`config.mk`:
```
export PLATFORM = sky130hd
export DESIGN_NAME = edge_capture_unit
export DESIGN_NICKNAME = d
export VERILOG_FILES = /design/src/rtl/edge_capture_unit.sv
export SDC_FILE = /design/constraint.sdc
export NUM_CORES = 1
export LEC_CHECK = 0
export BUFFER_PORTS_ARGS = -buffer_cell sky130_fd_sc_hd__clkbuf_2
export CAP_MARGIN = 25
export CORE_MARGIN = 2
export CORE_UTILIZATION = 50
export DETAILED_ROUTE_END_ITERATION = 8
export MAX_ROUTING_LAYER = met4
export PLACE_DENSITY = 0.72
export SLEW_MARGIN = 10
export SYNTH_ARGS = -nofsm -noshare
export SYNTH_HDL_FRONTEND = slang
export SYNTH_SLANG_ARGS = --single-unit
```
`constraint.sdc`:
```
create_clock -name clk -period 1.63 [get_ports clk]
set_input_delay 0.0815 -clock clk [delete_from_list [all_inputs] [get_ports clk]]
set_output_delay 0.0815 -clock clk [all_outputs]
set_load 0.1 [all_outputs]
```
`src/rtl/edge_capture_unit.sv`:
```
module edge_capture_unit #(
  parameter int CNT_W    = 16,
  parameter int SYNC_LEN = 2
) (
  input  logic             clk,
  input  logic             rst_n,
  input  logic             pin_i,
  input  logic [CNT_W-1:0] count_i,
  input  logic             cap_en_i,
  input  logic             invert_i,
  input  logic             rise_ie_i,
  input  logic             fall_ie_i,
  input  logic             rise_clr_i,
  input  logic             fall_clr_i,
  output logic [CNT_W-1:0] rise_val_o,
  output logic [CNT_W-1:0] fall_val_o,
  output logic             rise_flag_o,
  output logic             fall_flag_o,
  output logic             irq_o
);

  localparam int LAST = SYNC_LEN - 1;

  logic [SYNC_LEN-1:0] sync_q;
  logic                prev_q;
  logic                lvl, raw_up, raw_dn, rise_evt, fall_evt;

  always_ff @(posedge clk or negedge rst_n) begin
    if (!rst_n) begin
      sync_q <= '0;
      prev_q <= 1'b0;
    end else begin
      sync_q <= {sync_q[LAST-1:0], pin_i};
      prev_q <= lvl;
    end
  end

  assign lvl      = sync_q[LAST];
  assign raw_up   = lvl & ~prev_q;
  assign raw_dn   = ~lvl & prev_q;
  assign rise_evt = cap_en_i & (invert_i ? raw_dn : raw_up);
  assign fall_evt = cap_en_i & (invert_i ? raw_up : raw_dn);

  always_ff @(posedge clk or negedge rst_n) begin
    if (!rst_n) begin
      rise_val_o  <= '0;
      fall_val_o  <= '0;
      rise_flag_o <= 1'b0;
      fall_flag_o <= 1'b0;
    end else begin
      if (rise_evt) begin
        rise_val_o  <= count_i;
        rise_flag_o <= 1'b1;
      end else if (rise_clr_i) begin
        rise_flag_o <= 1'b0;
      end
      if (fall_evt) begin
        fall_val_o  <= count_i;
        fall_flag_o <= 1'b1;
      end else if (fall_clr_i) begin
        fall_flag_o <= 1'b0;
      end
    end
  end

  assign irq_o = (rise_flag_o & rise_ie_i) | (fall_flag_o & fall_ie_i);

  AST_RISE_NEEDS_EN: assert property (@(posedge clk) disable iff (!rst_n)
    $rose(rise_flag_o) |-> $past(cap_en_i));
  AST_FALL_NEEDS_EN: assert property (@(posedge clk) disable iff (!rst_n)
    $rose(fall_flag_o) |-> $past(cap_en_i));
  AST_HOLD_WHEN_OFF: assert property (@(posedge clk) disable iff (!rst_n)
    !cap_en_i |=> ($stable(rise_val_o) && $stable(fall_val_o)));
  AST_RISE_CLEAR: assert property (@(posedge clk) disable iff (!rst_n)
    (rise_clr_i && !cap_en_i) |=> !rise_flag_o);
  AST_FALL_CLEAR: assert property (@(posedge clk) disable iff (!rst_n)
    (fall_clr_i && !cap_en_i) |=> !fall_flag_o);
  AST_IRQ_HAS_FLAG: assert property (@(posedge clk) disable iff (!rst_n)
    irq_o |-> (rise_flag_o || fall_flag_o));
  AST_RVAL_WITH_FLAG: assert property (@(posedge clk) disable iff (!rst_n)
    !$stable(rise_val_o) |-> rise_flag_o);
  AST_FVAL_WITH_FLAG: assert property (@(posedge clk) disable iff (!rst_n)
    !$stable(fall_val_o) |-> fall_flag_o);

endmodule

```
==> tab_implementation.tex, run 1 <==
\begin{tabular}{lr}
\hline
Metric & Value \\
\hline
\multicolumn{2}{l}{\textbf{Run status}} \\
Run status & finished, final reports clean \\
\multicolumn{2}{l}{\textbf{Timing}} \\
Highest Clock Rate & approximately 700 MHz \\
Slew @ Worst Pin & 721.5 ps \\
Clock period minus final worst setup slack & between 1000 and 1500 ps \\
Hold Fails Final Rpt & 0 \\
Ratio of final minimum period to clock period & 87.99\% \\
Number of max-slew violations in the final report & 0 \\
Total negative slack & 0 ps \\
Setup-failing EPs final & 0 \\
Post-route setup slack & between 150 and 200 ps \\
Tightest slew margin relative to the limit & 51.90\% \\
Fin Clk Skew & slightly below 7 ps \\
Worst hold slack after final layout & between 200 and 300 ps \\
RSZ-0062 raised after global routing & false \\
\multicolumn{2}{l}{\textbf{Floorplanning}} \\
I/O Pins & 60 \\
Area of the placeable core & 5473 um2 \\
Site Rows & 27 \\
Vert. Die Dim & just under 80 um \\
Die Span X & just under 80 um \\
Effective utilization at floorplan & between 50\% and 60\% \\
Die footprint & between 6000 and 7000 um2 \\
\multicolumn{2}{l}{\textbf{Synth}} \\
Synthesized instance count & 297 \\
Post-synthesis average cell area & approximately 9.5 um2 \\
Number of distinct library cells after synthesis & 29 \\
Yosys warns & 0 \\
Synthesized netlist net count & 322 \\
Number of flops mapped to enable cells by yosys & 0 \\
Synth Cell Area & 2821 um2 \\
Flops \& latches, synth & 37 \\
Commonest register cell after synthesis & sky130\_fd\_sc\_hd\_\_dfrtp\_1 \\
Dominant cell type by area after synthesis & sky130\_fd\_sc\_hd\_\_dfrtp\_1 \\
Dominant cells by area after synthesis & sky130\_fd\_sc\_hd\_\_dfrtp\_1 33\%, sky130\_fd\_sc\_hd\_\_nor2b\_1 11\%, sky130\_fd\_sc\_hd\_\_nor4b\_1 9.9\%, sky130\_fd\_sc\_hd\_\_nor4bb\_1 5.7\%, sky130\_fd\_sc\_hd\_\_o211a\_1 5.7\% \\
Sequential cell area fraction in the yosys report & roughly 33\% \\
Top cells by instance count after synthesis & 49 x sky130\_fd\_sc\_hd\_\_nor2b\_1, 37 x sky130\_fd\_sc\_hd\_\_dfrtp\_1, 32 x sky130\_fd\_sc\_hd\_\_nor4b\_1 \\
Area share of the largest cell type after synthesis & 32.82\% \\
Async S/R FF share, synth & between 90\% and 100\% \\
Most numerous cell in the Yosys netlist & sky130\_fd\_sc\_hd\_\_nor2b\_1 \\
\multicolumn{2}{l}{\textbf{Setup path}} \\
Launch point of the worst path & prev\_q \\
Startpoint class of the critical path & register \\
Maximum fanout along the worst path & 37 \\
Number of cell instances on the worst register-to-register path & 4 \\
Terminus of the critical flop-to-flop path & fall\_val\_o[12] \\
Worst r2r src & prev\_q \\
CP arrival & $\sim$1700 ps \\
Classification of the worst setup path & register to register \\
Reg-to-reg setup timing slack & around 200 ps \\
Type of element capturing the critical path & register \\
Worst endpoint required time & $\sim$1900 ps \\
\multicolumn{2}{l}{\textbf{Clock tree}} \\
Clock sink total & 37 \\
Worst-Skew Late Latency & 300 ps \\
Clock tree from TritonCTS & built \\
Number of hold buffers added after cts & 4 \\
Setup Buffers After CTS & 0 \\
CTS-repair resized insts & 0 \\
H-tree levels & 2 \\
Clock root buffer & sky130\_fd\_sc\_hd\_\_clkbuf\_8 \\
Worst-case clock buffer depth & 2 \\
CTS Buf Count & 5 \\
Clk slew on worst S/H paths & roughly 80 ps \\
\multicolumn{2}{l}{\textbf{Route}} \\
Post-route DRC & 0 \\
Drt total wl & $\sim$6.9 mm \\
Via/cell ratio & 6.076 \\
Number of antenna-violating nets in the routed design & 0 \\
First-pass iteration count of the detailed router & 4 \\
DR WL/cell & between 15 and 20 um \\
DRC violation total after the first TritonRoute iteration & around 190 \\
Via count & around 2,600 \\
\multicolumn{2}{l}{\textbf{Power}} \\
Part of the total power dissipated in the clock network & $\sim$15\% \\
Peak ir drop on the vdd network & 0.7941 mV \\
Part of the power in registers & 30.5\% \\
Total power per unit cell area & about 1300 nW/um2 \\
Total design power & approximately 4300 uW \\
Part of the power in combinational logic & between 50\% and 60\% \\
Static Leak & 0.001415 uW \\
NetSw & 2396 uW \\
Int Power & approximately 1900 uW \\
Sw frac & between 50\% and 60\% \\
\multicolumn{2}{l}{\textbf{Global routing}} \\
Initial antenna violation count & 0 \\
GRT overflow & 0 \\
First-pass GRT wire length & between 10 and 15 mm \\
Overall global routing resource usage & 23.56\% \\
Pin count of the biggest net entering global routing & 65 \\
Number of global-route vias before repair & 2,258 \\
\multicolumn{2}{l}{\textbf{Job}} \\
Number of max-cap violations & 0 \\
\multicolumn{2}{l}{\textbf{Layout}} \\
Antenna Diode Count & 0 \\
Layout-stage area growth over the synthesis result & 16.94\% \\
Fraction of final layout cells with drive strength greater than 1 & between 20\% and 30\% \\
Net count reported at finish & between 300 and 400 \\
\multicolumn{2}{l}{\textbf{Place}} \\
Global placement routability congestion & roughly 0.74 \\
Post-detailed-placement half-perimeter wirelength & approximately 4.4 mm \\
Setup WS pre-CTS & between 200 and 250 ps \\
Quantity of I/O buffers inserted on ports & 59 \\
\multicolumn{2}{l}{\textbf{Min path}} \\
Hold endpoint & fall\_val\_o[13] \\
Type of the tightest min-delay check & primary input to register \\
Worst hold path stage count & 4 \\
Startpoint of the lowest-slack hold path & count\_i[13] \\
\hline
\end{tabular}
[routing by layer]
layer  vias to the layer above  share of wire [%]  GRT usage (%)
li1                       1231                  -              -
met1                      1245                 47          32.90
met2                        75                 45          34.32
met3                         7                5.9          5.000
met4                         0                1.3          7.414
met5                         -                  0              -
[layout make-up]
class / instances / area [um2]
Sequential cell: 37 / 927.1
Fill cell: 497 / 2173
Multi-Input combinational cell: 205 / 1630
Tap cell: 72 / 90.09
Clock buffer: 8 / 80.08
Timing Repair Buffer: 80 / 500.5
Inverter: 19 / 71.32
[metrics by stage]
stage                     instance area [um2]  std cells  util, %
after floorplan                          2823        297        -
after global placement                   3179        409    58.09
after detailed placement                 3179        409    58.09
after CTS                                3299        421    60.29
after global routing                     3299        421    60.29
final                                    3299        421    60.29
[logic make-up (layout without fill, tap and decap cells)]
family | Yosys count | after routing | share of synthesized area [%]
simple gates | 102 | 102 | 27.80
mux | 1 | 1 | 0.3548
buf+inv | 55 | 107 | 9.445
flops | 37 | 37 | 32.82
compound gates | 102 | 102 | 29.58
[worst max path at each step]
stage               slack, ps             end  cells past startpoint
finish                    200  fall_val_o[12]                      4
global route              110   fall_val_o[6]                      4
CTS                       220           irq_o                      2
detailed placement        240  fall_val_o[12]                      4
global placement          250   fall_val_o[9]                      4
floorplan                  10           irq_o                      1
[cells in the final DEF (no fill, tap or decap), types with 2 or more instances in the layout]
cell,n
sky130_fd_sc_hd__nor4bb_1,16
sky130_fd_sc_hd__nor2b_1,49
sky130_fd_sc_hd__a221oi_2,10
sky130_fd_sc_hd__a221oi_1,6
sky130_fd_sc_hd__buf_4,14
sky130_fd_sc_hd__clkbuf_2,59
sky130_fd_sc_hd__dlygate4sd3_1,4
sky130_fd_sc_hd__inv_1,18
sky130_fd_sc_hd__clkbuf_1,3
sky130_fd_sc_hd__o21ai_1,3
sky130_fd_sc_hd__o32ai_1,15
sky130_fd_sc_hd__o21ai_0,29
sky130_fd_sc_hd__buf_12,3
sky130_fd_sc_hd__dfrtp_1,36
sky130_fd_sc_hd__nor4b_1,32
sky130_fd_sc_hd__o22ai_1,2
sky130_fd_sc_hd__o21a_1,16
sky130_fd_sc_hd__clkbuf_8,5
sky130_fd_sc_hd__o211a_1,16
[power by group through the flow]
stage	clock network, uW	logic [uW]	registers, uW
4_1_cts	668	2360	1310
6_report	648	2350	1320
3_3_place_gp	0	2320	1320
3_5_place_dp	0	2350	1330
5_1_grt	692	2460	1350
2_1_floorplan	0	617	2640
[worst max-delay path, cell delays in order, from the launching register on]
cell	delay, ps
sky130_fd_sc_hd__dfrtp_2	390
sky130_fd_sc_hd__buf_4	320
sky130_fd_sc_hd__a21oi_2	80
sky130_fd_sc_hd__nor2_4	370
sky130_fd_sc_hd__o211a_1	200
[flip-flops by register name (all words and copies together) (netlist names)]
register     flops
fall_val_o      16
sync_q           2
fall_flag_o      1
prev_q           1
rise_val_o      16
rise_flag_o      1
Power figures use the tool's default switching activity.
==> inputs of run 2 (changes only) <==
- RECOVER_POWER: default -> 100
==> run 2 against run 1 <==
Against the previous run:
- clock-buffer cell count is the same
- core utilization shrank 1.3 points
- routed wire length grew 0.75%
- worst setup slack lost 33 ps
- total power shrank 1.2%
- sequential share of layout area grew 0.63 points
- critical path depth is the same
- maximum frequency shrank 2.3%
- critical path type unchanged
- largest power group unchanged
==> tab_implementation.tex, run 2 (synthesis gave the netlist of run 1 again) <==
\begin{tabular}{lr}
\hline
Metric & Value \\
\hline
\multicolumn{2}{l}{\textbf{Run status}} \\
Run status & finished, final reports clean \\
\multicolumn{2}{l}{\textbf{Power}} \\
Peak ir drop on the vdd network & 0.7920 mV \\
Total power per unit cell area & around 1300 nW/um2 \\
Static Leak & around 0.0014 uW \\
\multicolumn{2}{l}{\textbf{Floorplanning}} \\
I/O Pins & 60 \\
Die Span X & just under 80 um \\
Effective utilization at floorplan & 51.55\% \\
Die footprint & about 6300 um2 \\
Area of the placeable core & $\sim$5500 um2 \\
Site Rows & 27 \\
Vert. Die Dim & around 79 um \\
\multicolumn{2}{l}{\textbf{Timing}} \\
Setup-failing EPs final & 0 \\
Clock period minus final worst setup slack & 1468 ps \\
Total negative slack & 0 ps \\
Tightest slew margin relative to the limit & between 50 and 60\% \\
Number of max-slew violations in the final report & 0 \\
Worst hold slack after final layout & 252.3 ps \\
Fin Clk Skew & 5.129 ps \\
Highest Clock Rate & 681.4 MHz \\
Slew @ Worst Pin & between 700 and 800 ps \\
Hold Fails Final Rpt & 0 \\
Post-route setup slack & around 160 ps \\
RSZ-0062 raised after global routing & false \\
Ratio of final minimum period to clock period & between 90\% and 100\% \\
\multicolumn{2}{l}{\textbf{Place}} \\
Post-detailed-placement half-perimeter wirelength & approximately 4.4 mm \\
Global placement routability congestion & between 0.7 and 0.8 \\
Setup WS pre-CTS & 240.3 ps \\
Quantity of I/O buffers inserted on ports & 59 \\
\multicolumn{2}{l}{\textbf{Global routing}} \\
First-pass GRT wire length & 11.46 mm \\
GRT overflow & 0 \\
Overall global routing resource usage & between 20\% and 30\% \\
Initial antenna violation count & 0 \\
Pin count of the biggest net entering global routing & 65 \\
Number of global-route vias before repair & roughly 2,300 \\
\multicolumn{2}{l}{\textbf{Setup path}} \\
Classification of the worst setup path & register to register \\
Launch point of the worst path & prev\_q \\
CP arrival & between 1500 and 2000 ps \\
Startpoint class of the critical path & register \\
Worst r2r src & prev\_q \\
Type of element capturing the critical path & register \\
Delay contributed by the slowest stage of the critical path & 390 ps \\
Maximum fanout along the worst path & 37 \\
Slowest-stage cell, CP & sky130\_fd\_sc\_hd\_\_dfrtp\_2 \\
Worst endpoint required time & 1860 ps \\
Worst path top cell family by delay & flip-flops \\
Cell Chain, Critical Path & buf\_4 -> a21oi\_1 -> nor2\_4 -> o211a\_1 \\
Number of buffers and inverters on the critical path & 1 \\
\multicolumn{2}{l}{\textbf{Clock tree}} \\
Clock sink total & 37 \\
H-tree levels & 2 \\
Clk slew on worst S/H paths & approximately 80 ps \\
Worst-Skew Late Latency & about 290 ps \\
Setup Buffers After CTS & 0 \\
CTS-repair resized insts & 0 \\
Worst-case clock buffer depth & 2 \\
CTS Buf Count & 5 \\
Clock root buffer & sky130\_fd\_sc\_hd\_\_clkbuf\_8 \\
Clock tree from TritonCTS & built \\
\multicolumn{2}{l}{\textbf{Min path}} \\
Startpoint of the lowest-slack hold path & count\_i[13] \\
Type of the tightest min-delay check & primary input to register \\
\multicolumn{2}{l}{\textbf{Route}} \\
DR WL/cell & between 15 and 20 um \\
Via/cell ratio & about 6 \\
Drt total wl & a little under 7 mm \\
DRC violation total after the first TritonRoute iteration & between 150 and 200 \\
First-pass iteration count of the detailed router & 4 \\
Post-route DRC & 0 \\
Number of antenna-violating nets in the routed design & 0 \\
Via count & $\sim$2,500 \\
\multicolumn{2}{l}{\textbf{Layout}} \\
Highest-count cells in the layout ignoring fill and taps & 61 x sky130\_fd\_sc\_hd\_\_clkbuf\_2, 49 x sky130\_fd\_sc\_hd\_\_nor2b\_1, 36 x sky130\_fd\_sc\_hd\_\_dfrtp\_1 \\
Layout-stage area growth over the synthesis result & 14.37\% \\
Antenna Diode Count & 0 \\
Most common library cell in the layout ignoring fill and taps & sky130\_fd\_sc\_hd\_\_clkbuf\_2 \\
Largest registers & fall\_val\_o (16), rise\_val\_o (16), sync\_q (2) \\
Fraction of final layout cells with drive strength greater than 1 & about 25\% \\
Net count reported at finish & roughly 370 \\
\multicolumn{2}{l}{\textbf{Job}} \\
Number of max-cap violations & 0 \\
\hline
\end{tabular}
[run 2: cell count changes in the layout (fill, tap and decap cells not counted)]
cell / previous run / this run
sky130_fd_sc_hd__a221oi_1: 6 / 15
sky130_fd_sc_hd__a221oi_2: 10 / 1
sky130_fd_sc_hd__buf_4: 14 / 10
sky130_fd_sc_hd__clkbuf_1: 3 / 5
sky130_fd_sc_hd__clkbuf_2: 59 / 61
sky130_fd_sc_hd__a21oi_1: 1 / 2
sky130_fd_sc_hd__a21oi_2: 1 / 0
[run 2: area by class of cell]
| type | instances | area, um2 |
|---|---|---|
| fill | 506 | 2246 |
| sequential | 37 | 927.1 |
| multi-input combinational | 205 | 1570 |
| tap | 72 | 90.09 |
| timing repair buffer | 80 | 488.0 |
| inverter | 19 | 71.32 |
| clock buffer | 8 | 80.08 |
[run 2: repair_timing]
action                                  CTS  global route
hold buffers                              4             0
endpoints found under the hold margin    27             0
endpoints found under the setup margin    0             0
[run 2: path summary, 6_finish.rpt]
path / cells after the start / slack [ps] / end
worst min register to register: 0 / 370 / sync_q[1]
max in group asynchronous: 3 / 430 / rise_val_o[9]
worst min-delay path: 4 / 250 / fall_val_o[13]
min in group asynchronous: 2 / 370 / rise_val_o[4]
worst max-delay path: 4 / 160 / fall_val_o[12]
worst max register to register: 4 / 160 / fall_val_o[12]
[run 2: per-stage QoR]
step	utilization, %	power, uW	cell area [um2]	instances
after floorplan	-	3262	2823	297
after global placement	58.09	3642	3179	409
after detailed placement	58.09	3682	3179	409
after CTS	60.29	4343	3299	421
after global routing	58.96	4445	3227	421
final	58.96	4264	3227	421
[run 2: power breakdown]
| group | switching, uW | leakage [uW] | internal, uW |
|---|---|---|---|
| logic | 1820 | 0.000913 | 480 |
| registers | 211 | 0.000447 | 1110 |
| clock network | 341 | 0.0000395 | 305 |
| total | 2370 | 0.00140 | 1890 |
[run 2: per-layer routing]
metal,part of all wire [%],up-vias,track usage [%]
met5,0,-,-
met4,1.3,0,7.414
met3,5.3,7,5.000
met2,46,76,34.32
met1,48,1235,32.90
li1,-,1230,-
[run 2: worst register-to-register path, delay by kind of cell, from the launching register on]
| kind | cells | cell delay (ps) |
|---|---|---|
| compound gates | 2 | 330 |
| simple gates | 1 | 370 |
| flops | 1 | 390 |
| buf+inv | 1 | 320 |
==> inputs of run 3 (changes only) <==
- REMOVE_ABC_BUFFERS: default -> 1
- SLEW_MARGIN: 10 -> 20
==> run 3 against run 2 <==
Against the previous run:
- clock power up 32%
- total power increased by 5.4%
- maximum frequency fell by 2.1%
- critical path depth grew 1
- via count fell by 0.63%
- critical endpoint is now fall_val_o[8]
- largest cell class unchanged
- largest power group unchanged
==> tab_implementation.tex, run 3 (synthesis gave the netlist of run 1 again) <==
\begin{tabular}{lr}
\hline
Metric & Value \\
\hline
\multicolumn{2}{l}{\textbf{Timing}} \\
Total negative slack & 0 ps \\
Highest Clock Rate & about 670 MHz \\
Hold Fails Final Rpt & 0 \\
RSZ-0062 raised after global routing & false \\
Tightest slew margin relative to the limit & between 30\% and 40\% \\
Setup-failing EPs final & 0 \\
Fin Clk Skew & $\sim$7.5 ps \\
Number of max-slew violations in the final report & 0 \\
Slew @ Worst Pin & 975.9 ps \\
Clock period minus final worst setup slack & around 1500 ps \\
Ratio of final minimum period to clock period & 91.96\% \\
\multicolumn{2}{l}{\textbf{Floorplanning}} \\
Die Span X & between 70 and 80 um \\
Area of the placeable core & 5473 um2 \\
Effective utilization at floorplan & 51.55\% \\
Vert. Die Dim & about 79 um \\
Site Rows & 27 \\
Die footprint & about 6300 um2 \\
I/O Pins & 60 \\
\multicolumn{2}{l}{\textbf{Place}} \\
Global placement routability congestion & between 0.7 and 0.8 \\
Post-detailed-placement half-perimeter wirelength & between 4 and 5 mm \\
Quantity of I/O buffers inserted on ports & about 60 \\
\multicolumn{2}{l}{\textbf{Setup path}} \\
Launch point of the worst path & prev\_q \\
Critical Path End & fall\_val\_o[8] \\
Number of cell instances on the worst register-to-register path & 5 \\
Classification of the worst setup path & register to register \\
Type of element capturing the critical path & register \\
Reg-to-reg setup timing slack & $\sim$130 ps \\
Maximum fanout along the worst path & 20 \\
Startpoint class of the critical path & register \\
CP arrival & about 1700 ps \\
Worst endpoint required time & 1820 ps \\
Worst r2r src & prev\_q \\
Terminus of the critical flop-to-flop path & fall\_val\_o[8] \\
\multicolumn{2}{l}{\textbf{Clock tree}} \\
Worst-Skew Late Latency & 300 ps \\
Clock sink total & 37 \\
Clock tree from TritonCTS & built \\
CTS Buf Count & 5 \\
Clk slew on worst S/H paths & 80 ps \\
CTS-repair resized insts & 0 \\
Worst-case clock buffer depth & 2 \\
Clock root buffer & sky130\_fd\_sc\_hd\_\_clkbuf\_8 \\
H-tree levels & 2 \\
\multicolumn{2}{l}{\textbf{Global routing}} \\
First-pass GRT wire length & approximately 11 mm \\
Number of global-route vias before repair & around 2,400 \\
Pin count of the biggest net entering global routing & 49 \\
Overall global routing resource usage & around a quarter \\
GRT overflow & 0 \\
Initial antenna violation count & 0 \\
\multicolumn{2}{l}{\textbf{Layout}} \\
Fraction of final layout cells with drive strength greater than 1 & between 20 and 30\% \\
Net count reported at finish & 375 \\
Total area of sequential cells & 927.1 um2 \\
Area of the multi-input gates & roughly 1600 um2 \\
Layout-stage area growth over the synthesis result & 17.43\% \\
Highest-count cells in the layout ignoring fill and taps & 63 x sky130\_fd\_sc\_hd\_\_clkbuf\_2, 49 x sky130\_fd\_sc\_hd\_\_nor2b\_1, 36 x sky130\_fd\_sc\_hd\_\_dfrtp\_1 \\
Antenna Diode Count & 0 \\
Largest registers & fall\_val\_o (16), rise\_val\_o (16), sync\_q (2) \\
Core occupancy in the finished layout & roughly 61\% \\
Most common library cell in the layout ignoring fill and taps & sky130\_fd\_sc\_hd\_\_clkbuf\_2 \\
Number of fill cells in the layout & 490 \\
\multicolumn{2}{l}{\textbf{Route}} \\
DRC violation total after the first TritonRoute iteration & $\sim$170 \\
Via/cell ratio & roughly 6 \\
First-pass iteration count of the detailed router & 4 \\
Number of antenna-violating nets in the routed design & 0 \\
Via count & around 2,500 \\
Post-route DRC & 0 \\
Drt total wl & approximately 7 mm \\
DR WL/cell & $\sim$16 um \\
\multicolumn{2}{l}{\textbf{Min path}} \\
Type of the tightest min-delay check & primary input to register \\
\multicolumn{2}{l}{\textbf{Power}} \\
Peak ir drop on the vdd network & 0.8142 mV \\
Static Leak & $\sim$0.0014 uW \\
Total power per unit cell area & 1357 nW/um2 \\
\multicolumn{2}{l}{\textbf{Run status}} \\
Run status & finished, final reports clean \\
\multicolumn{2}{l}{\textbf{Job}} \\
Number of max-cap violations & 0 \\
\hline
\end{tabular}
## run 3: changes by cell type in the layout (fill, tap and decap cells not counted), sizes merged
cell,delta
clkbuf,-1
buf,+2
bufinv,+1
## run 3: how the worst min path moves through the flow
stage	from	to	slack [ps]	cells after the start
after global routing	count_i[15]	rise_val_o[15]	280	3
final	count_i[13]	fall_val_o[13]	250	4
after global placement	rst_n	fall_flag_o	170	2
after detailed placement	rst_n	rise_flag_o	170	2
after CTS	count_i[1]	rise_val_o[1]	250	3
after floorplan	rst_n	fall_flag_o	-210	0
## run 3: what timing repair did
action / in CTS / in global routing
hold buffers: 4 / 0
setup endpoints to repair: 0 / 1
setup buffers: 0 / 1
endpoints found under the hold margin: 40 / 0
## run 3: stage by stage
stage	hold slack, ps	setup WS (ps)	power (uW)	instances	cell area [um2]
final	253.6	131.0	4495	423	3313
after global routing	279.5	25.41	4678	423	3313
after CTS	245.6	146.3	4551	422	3354
after detailed placement	171.0	171.0	3683	410	3198
after global placement	172.6	204.6	3649	410	3198
after floorplan	-214.1	-1194	3198	261	2626
## run 3: area by class of cell
type | instances | area share (%)
well taps | 72 | 2.719
multi-input cells | 205 | 48.41
clock buffers | 7 | 2.606
flip-flops and latches | 37 | 27.98
inverters | 19 | 2.153
repair buffers | 82 | 15.22
clock inverters | 1 | 0.9063
## run 3: routing by layer
layer,up-vias,wire length [um],track usage (%)
met4,0,93,8.966
met2,61,3285,37.71
met3,7,319,3.068
met1,1231,3178,31.01
li1,1233,-,-
met5,-,0,-
## run 3: power by group
| part | switching [uW] | internal (uW) |
|---|---|---|
| clock network | 350 | 499 |
| logic | 1840 | 497 |
| registers | 206 | 1110 |
## run 3: critical path, stage by stage (launching register included)
cell and delay (ps):
sky130_fd_sc_hd__dfrtp_2 520, sky130_fd_sc_hd__buf_4 250, sky130_fd_sc_hd__a21oi_2 160, sky130_fd_sc_hd__nor2_4 60, sky130_fd_sc_hd__buf_6 180, sky130_fd_sc_hd__o211a_1 210
